`config.mk`:
```
export PLATFORM = sky130hd
export DESIGN_NAME = pin_io_ctrl
export DESIGN_NICKNAME = d
export VERILOG_FILES = /design/src/rtl/pin_io_pkg.sv /design/src/rtl/pin_sync.sv /design/src/rtl/irq_slice.sv /design/src/rtl/pin_io_ctrl.sv
export SDC_FILE = /design/constraint.sdc
export NUM_CORES = 1
export LEC_CHECK = 0
export ABC_AREA = 1
export BUFFER_PORTS_ARGS = -buffer_cell sky130_fd_sc_hd__buf_2
export CELL_PAD_IN_SITES_DETAIL_PLACEMENT = 1
export CELL_PAD_IN_SITES_GLOBAL_PLACEMENT = 1
export CORE_ASPECT_RATIO = 0.7
export CORE_MARGIN = 4
export CORE_UTILIZATION = 45
export DETAILED_ROUTE_END_ITERATION = 16
export PLACE_DENSITY_LB_ADDON = 0.08
export SLEW_MARGIN = 20
export SYNTH_ARGS = -nofsm -noshare
export SYNTH_HDL_FRONTEND = slang
export SYNTH_SLANG_ARGS = --single-unit
```
`constraint.sdc`:
```
create_clock -name clk -period 3.4 [get_ports clk]
set_input_delay 0.34 -clock clk [delete_from_list [all_inputs] [get_ports clk]]
set_output_delay 0.34 -clock clk [all_outputs]
set_load 0.02 [all_outputs]
```
`src/rtl/pin_io_pkg.sv`:
```
package pin_io_pkg;
  localparam int ADDR_W = 5;

  // Word index is the halfword address without its lowest bit.
  typedef enum logic [3:0] {
    W_DIR0 = 4'd0,
    W_DIR1 = 4'd1,
    W_DAT0 = 4'd2,
    W_DAT1 = 4'd3,
    W_STAT = 4'd4,
    W_EN   = 4'd5,
    W_TYPE = 4'd6,
    W_POL  = 4'd7,
    W_HOLD = 4'd8,
    W_PULL = 4'd9
  } word_e;
endpackage

```
`src/rtl/pin_sync.sv`:
```
module pin_sync #(
  parameter int W      = 64,
  parameter int STAGES = 2
) (
  input  logic         clk,
  input  logic         rst,
  input  logic [W-1:0] d,
  output logic [W-1:0] q
);
  logic [STAGES-1:0][W-1:0] chain_q;

  always_ff @(posedge clk) begin
    if (rst) begin
      chain_q <= '0;
    end else begin
      chain_q[0] <= d;
      for (int k = 1; k < STAGES; k++) begin
        chain_q[k] <= chain_q[k-1];
      end
    end
  end

  assign q = chain_q[STAGES-1];
endmodule

```
`src/rtl/irq_slice.sv`:
```
module irq_slice (
  input  logic clk,
  input  logic rst,
  input  logic level,
  input  logic is_out,
  input  logic edge_mode,
  input  logic act_high,
  input  logic hold,
  input  logic clr,
  output logic stat
);
  logic prev_q;
  logic lvl_hit;
  logic edge_hit;
  logic cond;

  always_ff @(posedge clk) begin
    if (rst) prev_q <= 1'b0;
    else     prev_q <= level;
  end

  assign lvl_hit  = act_high ? level : ~level;
  assign edge_hit = act_high ? (level & ~prev_q) : (~level & prev_q);
  assign cond     = ~is_out & (edge_mode ? edge_hit : lvl_hit);

  always_ff @(posedge clk) begin
    if (rst)       stat <= 1'b0;
    else if (hold) stat <= (stat & ~clr) | cond;
    else           stat <= cond;
  end


  held_set_chk: assert property (@(posedge clk) disable iff (rst)
    (hold && cond) |=> stat);


  w1c_clear_chk: assert property (@(posedge clk) disable iff (rst)
    (hold && clr && !cond) |=> !stat);


  through_follow_chk: assert property (@(posedge clk) disable iff (rst)
    (!hold) |=> (stat == $past(cond)));
endmodule

```
`src/rtl/pin_io_ctrl.sv`:
```
module pin_io_ctrl
  import pin_io_pkg::*;
#(
  parameter int HALF_W      = 16,
  parameter int SYNC_STAGES = 2
) (
  input  logic                  clk,
  input  logic                  rst,
  input  logic                  reg_wr,
  input  logic [ADDR_W-1:0]     reg_addr,
  input  logic [HALF_W-1:0]     reg_wdata,
  output logic [HALF_W-1:0]     reg_rdata,
  input  logic [4*HALF_W-1:0]   pin_in,
  output logic [4*HALF_W-1:0]   pin_out,
  output logic [4*HALF_W-1:0]   pin_oe,
  output logic [HALF_W-1:0]     pull_en,
  output logic [HALF_W-1:0]     pull_up,
  output logic                  irq
);
  localparam int WORD_W   = 2 * HALF_W;
  localparam int PINS     = 2 * WORD_W;
  localparam int IRQ_PINS = WORD_W;

  logic [3:0] word_idx;
  logic       half_hi;
  assign word_idx = reg_addr[ADDR_W-1:1];
  assign half_hi  = reg_addr[0];

  function automatic logic [WORD_W-1:0] put_half(
    input logic [WORD_W-1:0] old,
    input logic              hi,
    input logic [HALF_W-1:0] d
  );
    return hi ? {d, old[HALF_W-1:0]} : {old[WORD_W-1:HALF_W], d};
  endfunction

  logic [1:0][WORD_W-1:0] dir_q;
  logic [1:0][WORD_W-1:0] dat_q;
  logic [WORD_W-1:0]      en_q;
  logic [WORD_W-1:0]      typ_q;
  logic [WORD_W-1:0]      pol_q;
  logic [WORD_W-1:0]      hold_q;
  logic [HALF_W-1:0]      pen_q;
  logic [HALF_W-1:0]      pdir_q;

  always_ff @(posedge clk) begin
    if (rst) begin
      dir_q  <= '0;
      dat_q  <= '0;
      en_q   <= '0;
      typ_q  <= '0;
      pol_q  <= '0;
      hold_q <= '0;
      pen_q  <= '0;
      pdir_q <= '0;
    end else if (reg_wr) begin
      case (word_idx)
        W_DIR0, W_DIR1: dir_q[word_idx[0]] <= put_half(dir_q[word_idx[0]], half_hi, reg_wdata);
        W_DAT0, W_DAT1: dat_q[word_idx[0]] <= put_half(dat_q[word_idx[0]], half_hi, reg_wdata);
        W_EN:   en_q   <= put_half(en_q, half_hi, reg_wdata);
        W_TYPE: typ_q  <= put_half(typ_q, half_hi, reg_wdata);
        W_POL:  pol_q  <= put_half(pol_q, half_hi, reg_wdata);
        W_HOLD: hold_q <= put_half(hold_q, half_hi, reg_wdata);
        W_PULL: begin
          if (half_hi) pdir_q <= reg_wdata;
          else         pen_q  <= reg_wdata;
        end
        default: ;
      endcase
    end
  end

  // Pin side
  logic [PINS-1:0] sync_q;
  logic [PINS-1:0] rd_view;

  assign pin_oe  = {dir_q[1], dir_q[0]};
  assign pin_out = {dat_q[1], dat_q[0]};
  assign pull_en = pen_q;
  assign pull_up = pdir_q;

  pin_sync #(.W(PINS), .STAGES(SYNC_STAGES)) u_sync (
    .clk (clk),
    .rst (rst),
    .d   (pin_in),
    .q   (sync_q)
  );

  assign rd_view = (pin_out & pin_oe) | (sync_q & ~pin_oe);

  // Interrupt side
  logic [IRQ_PINS-1:0] clr_vec;
  logic [IRQ_PINS-1:0] stat;

  always_comb begin
    clr_vec = '0;
    if (reg_wr && word_idx == W_STAT) clr_vec = put_half('0, half_hi, reg_wdata);
  end

  for (genvar i = 0; i < IRQ_PINS; i++) begin : g_irq
    irq_slice u_slice (
      .clk       (clk),
      .rst       (rst),
      .level     (sync_q[i]),
      .is_out    (pin_oe[i]),
      .edge_mode (typ_q[i]),
      .act_high  (pol_q[i]),
      .hold      (hold_q[i]),
      .clr       (clr_vec[i]),
      .stat      (stat[i])
    );
  end

  always_ff @(posedge clk) begin
    if (rst) irq <= 1'b0;
    else     irq <= |(stat & en_q);
  end

  // Read mux
  logic [WORD_W-1:0] word_sel;

  always_comb begin
    case (word_idx)
      W_DIR0:  word_sel = dir_q[0];
      W_DIR1:  word_sel = dir_q[1];
      W_DAT0:  word_sel = rd_view[WORD_W-1:0];
      W_DAT1:  word_sel = rd_view[PINS-1:WORD_W];
      W_STAT:  word_sel = stat;
      W_EN:    word_sel = en_q;
      W_TYPE:  word_sel = typ_q;
      W_POL:   word_sel = pol_q;
      W_HOLD:  word_sel = hold_q;
      W_PULL:  word_sel = {pdir_q, pen_q};
      default: word_sel = '0;
    endcase
    reg_rdata = half_hi ? word_sel[WORD_W-1:HALF_W] : word_sel[HALF_W-1:0];
  end


  irq_raise_chk: assert property (@(posedge clk) disable iff (rst)
    (|(stat & en_q)) |=> irq);


  irq_drop_chk: assert property (@(posedge clk) disable iff (rst)
    !(|(stat & en_q)) |=> !irq);


  unmapped_read_chk: assert property (@(posedge clk) disable iff (rst)
    (word_idx > 4'd9) |-> (reg_rdata == '0));
endmodule

```
==> flow_summary_export.csv, run 1 <==
group,metric,value,unit
status,status,"finished, final reports clean",
setup_path,path_buf_inv,5,
yosys,synth.net_count,3218,
setup_path,crit_family,"buffers and inverters",
grt,grtUsageMet2,0.5625,
yosys,netlist.area_leader.share,0.4545,
routing,drt_wl_total,107900,um
min_path,min_path_type,"in -> reg",
yosys,syn_inst,3130,
setup_path,crit_path_top_delay_cell,"buf_4",
placement,place.gp.congestion,0.9981,
yosys,syn-cell-area,21190,um^2
yosys,seq_area_frac_synth,0.4545,
timing,finalHoldViolCount,0,
routing,wl_per_cell,26.98,um
timing,slew_headroom,0.2733,
timing,grt_setup_unrepaired,"false",
grt,antenna_found_initial,3,
clocking,cts_tree,"yes",
die,rows,66,
yosys,synthArstFlopShare,0,
cells_and_area,final_cell_area,25090,um^2
die,die_y,189.5,um
setup_path,path_cells,"buf_2, buf_4, inv_2, buf_4, nand2_1, nand2_1, nand2_1, nand2_1, nor2_1, nand3_1, nand2_1, nand2_1, buf_2",
yosys,synthTopCellsByArea,"dfxtp_1 (45%), nand2_1 (13%), a21oi_1 (8.0%), inv_1 (6.3%), o21ai_0 (6.0%)",
yosys,ys_ff_latch,481,
placement,io_buffers,264,
timing,finalSetupTns,0,ps
yosys,synth_top_area_cell,"dfxtp_1",
grt,overflow,0,
power_and_ir_drop,ir_worst_vdd,0.3898,mV
routing,avgViaCountPerCell,5.904,
die,die-area,50670,um^2
yosys,ys.flop_type,"dfxtp_1",
die,core_area,46490,um^2
yosys,synth_area_per_cell,6.769,um^2
grt,grt_use_met1,0.6227,
grt,grt_pass1_wl,156300,um
yosys,netlist-cell-type-count,25,
timing,setup_viol,0,
cells_and_area,final_layout_size_suffix_gt1_frac,0.1274,
placement,dp_worst_setup_slack,480.1,ps
clocking,cts_buffers,47,
placement,dp_hpwl,76260,um
yosys,ys_warn_count,0,
placement,dp_cells,3851,
cells_and_area,syn_to_final_growth,18.40,%
timing,tightest_slew,1087,ps
timing,slew_violations,0,
setup_path,worst_ep_arrival_time,2740,ps
setup_path,critPathRequiredTime,3060,ps
cells_and_area,final_net_count,3436,
setup_path,worst_setup_path_end_kind,"output port",
setup_path,cpMostUsedCell,"nand2_1",
die,initial_core_util,0.4557,
yosys,synth-edff-count,0,
routing,drt_iter0_drc,3330,
setup_path,critPathMaxFanout,24,
timing,skew,22.35,ps
clocking,root_buffer,"clkbuf_16",
grt,grtUsageMet3,0.1542,
power_and_ir_drop,cellLeakagePower,11.44,nW
setup_path,worstSetupStartpointType,"input port",
clocking,clk_latency,580,ps
grt,grt_max_degree,139,
clocking,cts_setup_buffers,0,
timing,min_period,3082,ps
routing,ant_nets,0,
die,die_x,267.3,um
cells_and_area,instances_no_fill,3997,
placement,postPlaceCellArea,22870,um^2
grt,grt_pass1_vias,22900,
setup_path,critPathKind,"in -> out",
clocking,cts.clk_slew.worst_paths,70,ps
timing,fmax,324.4,MHz
routing,drc_errors,0,
clocking,cts_max_level,2,
timing,post-route-period-util,0.9066,
grt,grt_usage,0.4145,
power_and_ir_drop,powerDensity,511.4,nW/um^2
cells_and_area,nFillCells,6085,
job,drv_cap,0,
routing,dr.pass1.iters,6,
clocking,clkSinkCount,481,
clocking,clk_path_buf_depth,3,
setup_path,cpPeakStageDelay,410,ps
cells_and_area,final_core_util,0.5396,
routing,via_count,23600,
die,num_io_pins,265,
timing,final.setup.worst_slack,317.6,ps
grt,grt_most_used_layer,"met1",
==> registers in the layout (all words and copies together), names as in the netlist, 64 cells and up <==
signal and flops:
pin_oe 64, pin_out 64, u_sync.chain_q 64, u_sync.q 64
==> tightest hold or removal path, cell delays in order <==
cell and delay (ps):
buf_2 100, inv_1 60, nor2_1 40
==> final cells by class <==
type / instances / area [um^2] / area share
Multi-Input combinational cell: 2074 / 9234 / 0.3681
Inverter: 363 / 1368 / 0.05452
Antenna cell: 1 / 2.502 / 0.00009976
Clock inverter: 24 / 244.0 / 0.009726
Sequential cell: 481 / 9629 / 0.3839
Timing Repair Buffer: 381 / 2471 / 0.09851
Clock buffer: 61 / 1371 / 0.05467
Tap cell: 612 / 765.7 / 0.03053
==> where the power goes <==
group / switching (mW) / internal [mW] / total (mW)
sequential: 0.170 / 5.81 / 5.98
combinational: 0.886 / 0.327 / 1.21
clock: 2.48 / 3.16 / 5.64
==> synth_stat cells (2+ instances only) <==
master and instances:
buf_4 35, nand4_1 2, nor2_1 318, o21ai_0 254
clkbuf_1 110, o21a_1 16, o211ai_1 17, buf_2 49
dfxtp_1 481, nand3_1 216, a21oi_1 340, nor3_4 2
nand2_1 757, buf_1 17, o21ai_1 128, inv_2 9
inv_1 353, o31ai_1 16, nor2_2 4
==> cell usage in the layout (no fill, tap or decap), drive strengths merged, types with 17 or more instances in the layout <==
cell           n
o211ai        17
nand3        216
clkbuf        61
o21ai        382
dlygate4sd3   60
nor2         323
nand2        758
dfxtp        481
a21oi        340
buf          321
inv          365
==> stage by stage <==
stage                     hold slack (ps)  power, mW
after floorplan                     388.3      6.614
after global placement              389.5      7.131
after detailed placement            397.7      7.167
after CTS                           7.472      12.70
after global routing                23.36      13.13
final                               18.86      12.83
==> cell families (layout without fill, tap and decap cells) <==
family	after synthesis	in the layout	share of synthesized area
simple gates	1302	1302	0.2459
compound gates	772	772	0.1883
buf+inv	575	829	0.1113
flops	481	481	0.4545
other cells	0	1	0
==> repair_timing <==
action,CTS,global route
hold buffers,60,0
hold endpoints to repair,60,0
gates resized for setup,0,0
==> routing by layer <==
layer / vias to the layer above / routed length [um] / part of all wire
met5: - / 9 / 0.000083
met4: 2 / 2547 / 0.024
met3: 177 / 15860 / 0.15
met2: 1449 / 41970 / 0.39
met1: 11560 / 47470 / 0.44
li1: 10410 / - / -
==> final timing paths <==
kind,from,end,slack (ps),depth (start not counted)
worst max register to register,pin_oe[34],pin_oe[34],1770,6
worst max-delay path,reg_addr[1],reg_rdata[0],320,13
worst min-delay path,pin_in[8],u_sync.chain_q[8],20,3
worst min register to register,u_sync.chain_q[49],u_sync.q[49],410,2
No activity file was read; power rests on OpenSTA's default activity.
==> run 2: changes to the inputs <==
--- a/config.mk
+++ b/config.mk
@@ -11,7 +11,7 @@
 export CELL_PAD_IN_SITES_GLOBAL_PLACEMENT = 1
 export CORE_ASPECT_RATIO = 0.7
 export CORE_MARGIN = 4
-export CORE_UTILIZATION = 45
+export CORE_UTILIZATION = 41
 export DETAILED_ROUTE_END_ITERATION = 16
 export PLACE_DENSITY_LB_ADDON = 0.08
 export SLEW_MARGIN = 20
==> constraint.sdc (replaced) <==
create_clock -name clk -period 3.49 [get_ports clk]
set_input_delay 0.8725 -clock clk [delete_from_list [all_inputs] [get_ports clk]]
set_output_delay 0.8725 -clock clk [all_outputs]
set_load 0.02 [all_outputs]
==> run 2 against run 1 <==
  * The flow now finishes with violations (negative setup slack)
  * Die area rose by 9.4%
  * Register-to-register slack improved by 40 ps
  * Sequential share of layout area fell by 0.053 points
  * Clock power fell by 2%
  * Combinational power barely moved
  * Clock skew rose by 4.8 ps
  * Setup slack got worse by 350 ps
  * Core utilization fell by 4.6 points
  * Via count fell by 3.4%
  * Global-route usage fell by 5.0 points
  * Highest routed layer unchanged
  * Critical path type unchanged
  * Final cell count rose by 1.1%
==> flow_summary_export.csv, run 2 (synthesized netlist as in run 1, its figures left out) <==
group,metric,value,unit
setup_path,worst_ep_arrival_time,2650,ps
routing,via_count,22810,
power_and_ir_drop,total_power,12.49,mW
routing,wl_per_cell,25.87,um
setup_path,cpPeakStageDelay,220,ps
placement,place.gp.congestion,0.9701,
grt,overflow,0,
clocking,clk_path_buf_depth,3,
min_path,min_path_type,"reg -> reg",
timing,skew,27.19,ps
setup_path,critPathMaxFanout,7,
die,rows,69,
routing,drt_wl_total,104600,um
grt,grt_usage,0.3647,
setup_path,cpMostUsedCell,"nand2_1",
setup_path,crit_family,"simple AND/OR/NAND/NOR gates",
timing,finalHoldViolCount,0,
timing,tightest_slew,1133,ps
placement,dp_worst_setup_slack,-22.13,ps
clocking,clk_latency,620,ps
setup_path,path_buf_inv,4,
cells_and_area,nFillCells,6689,
cells_and_area,final_common_cell,"nand2_1",
die,initial_core_util,0.4159,
setup_path,crit_path_top_delay_cell,"buf_4",
setup_path,critPathRequiredTime,2620,ps
timing,slew_headroom,0.2368,
cells_and_area,final_net_count,3418,
timing,setup_viol,2,
timing,grt_setup_unrepaired,"true",
cells_and_area,syn_to_final_growth,18.57,%
placement,io_buffers,264,
clocking,cts_setup_buffers,0,
power_and_ir_drop,ir_worst_vdd,0.3652,mV
power_and_ir_drop,cellLeakagePower,11.44,nW
clocking,cts_tree,"yes",
die,num_io_pins,265,
die,die_x,279.7,um
timing,fmax,284.2,MHz
setup_path,worst_setup_path_end_kind,"output port",
setup_path,cp.depth,12,
power_and_ir_drop,powerDensity,497.3,nW/um^2
timing,final.setup.worst_slack,-28.22,ps
cells_and_area,final_layout_size_suffix_gt1_frac,0.1402,
setup_path,reg2reg_depth,6,
setup_path,critPathKind,"in -> out",
timing,slew_violations,0,
grt,grt_pass1_wl,148700,um
die,core_area,50940,um^2
die,die_y,198.2,um
routing,ant_nets,0,
clocking,cts_max_level,2,
grt,grt_pass1_vias,21590,
clocking,cts_buffers,48,
setup_path,worstSetupStartpoint,"reg_addr[3]",
timing,min_period,3518,ps
clocking,root_buffer,"clkbuf_16",
setup_path,critPathCapture,"reg_rdata[8]",
setup_path,path_cells,"buf_2, inv_2, nand2_1, nor2_4, buf_4, nand2_1, nand2_1, nor2_1, nand3_1, nand2_1, nand2_1, buf_2",
routing,drc_errors,0,
grt,grt_max_degree,97,
routing,dr.pass1.iters,5,
routing,avgViaCountPerCell,5.642,
setup_path,r2r-end,"pin_oe[35]",
status,violations,"negative setup slack",
routing,drt_iter0_drc,2721,
die,die-area,55430,um^2
job,drv_cap,0,
status,status,"finished with violations",
cells_and_area,mostFrequentLayoutCells,"nand2_1 (753), dfxtp_1 (481), inv_1 (353), a21oi_1 (340), nor2_1 (312)",
setup_path,ff2ff_setup_slack,1810,ps
placement,dp_hpwl,77800,um
clocking,clkSinkCount,481,
clocking,cts_hold_buf,0,
grt,antenna_found_initial,2,
setup_path,worstSetupStartpointType,"input port",
timing,post-route-period-util,1.008,
clocking,cts.clk_slew.worst_paths,60,ps
setup_path,r2r_start,"pin_oe[3]",
==> run 2: changes by cell type in the layout (fill, tap and decap cells not counted), sizes merged <==
| cell | previous run | this run |
|---|---|---|
| dlygate4sd3 | 60 | 0 |
| buf | 321 | 360 |
| clkinvlp | 2 | 7 |
| clkinv | 16 | 12 |
| clkbuf | 61 | 63 |
| bufinv | 4 | 5 |
==> run 2: what timing repair did <==
action	4_1_cts	5_1_grt
gates cloned	0	2
gates resized for setup	1	12
pin swaps	0	2
setup endpoints to repair	4	10
==> run 2: layer usage <==
layer,wire length [um],up-vias,GRT usage
met4,2403,4,0.08460
met2,36450,1261,0.4359
met5,195,-,0.02479
li1,-,10380,-
met3,16900,126,0.1977
met1,48640,11040,0.5503
==> run 2: final cells by class <==
type | instances | area [um^2] | area share
antenna | 1 | 2.502 | 0.00009962
clock buffer | 61 | 1311 | 0.05220
clock inverter | 26 | 302.8 | 0.01205
inverter | 363 | 1370 | 0.05454
multi-input combinational | 2074 | 9259 | 0.3686
sequential | 481 | 9629 | 0.3833
tap | 674 | 843.3 | 0.03357
timing repair buffer | 362 | 2402 | 0.09563
==> run 2: worst min path at each step <==
stage                                   from            to  cells past startpoint
final                     u_sync.chain_q[48]  u_sync.q[48]                      2
after detailed placement  u_sync.chain_q[53]  u_sync.q[53]                      2
after global routing      u_sync.chain_q[53]  u_sync.q[53]                      2
after CTS                 u_sync.chain_q[15]  u_sync.q[15]                      2
after floorplan            u_sync.chain_q[0]   u_sync.q[0]                      2
after global placement    u_sync.chain_q[46]  u_sync.q[46]                      2
==> run 2: tightest hold or removal path, cell delays in order, from the launching register on <==
cell	delay [ps]
dfxtp_1	300
inv_1	40
nor2_1	30
==> run 2: stage by stage <==
| step | util | hold slack (ps) | std cells | instance area (um^2) | setup TNS (ps) |
|---|---|---|---|---|---|
| 6_report | 0.4932 | 399.9 | 4042 | 25120 | -44.43 |
| 5_1_grt | 0.4931 | 416.7 | 4041 | 25120 | -115.0 |
| 4_1_cts | 0.4914 | 402.8 | 4039 | 25030 | 0 |
| 3_5_place_dp | 0.4596 | 395.0 | 3952 | 23410 | -39.15 |
| 3_3_place_gp | 0.4596 | 390.5 | 3952 | 23410 | -13.82 |
| 2_1_floorplan | - | 388.3 | 3130 | 21190 | 0 |
==> run 2: power breakdown <==
| group | internal, mW | switching [mW] |
|---|---|---|
| combinational | 0.320 | 0.856 |
| clock | 3.05 | 2.45 |
| sequential | 5.66 | 0.155 |
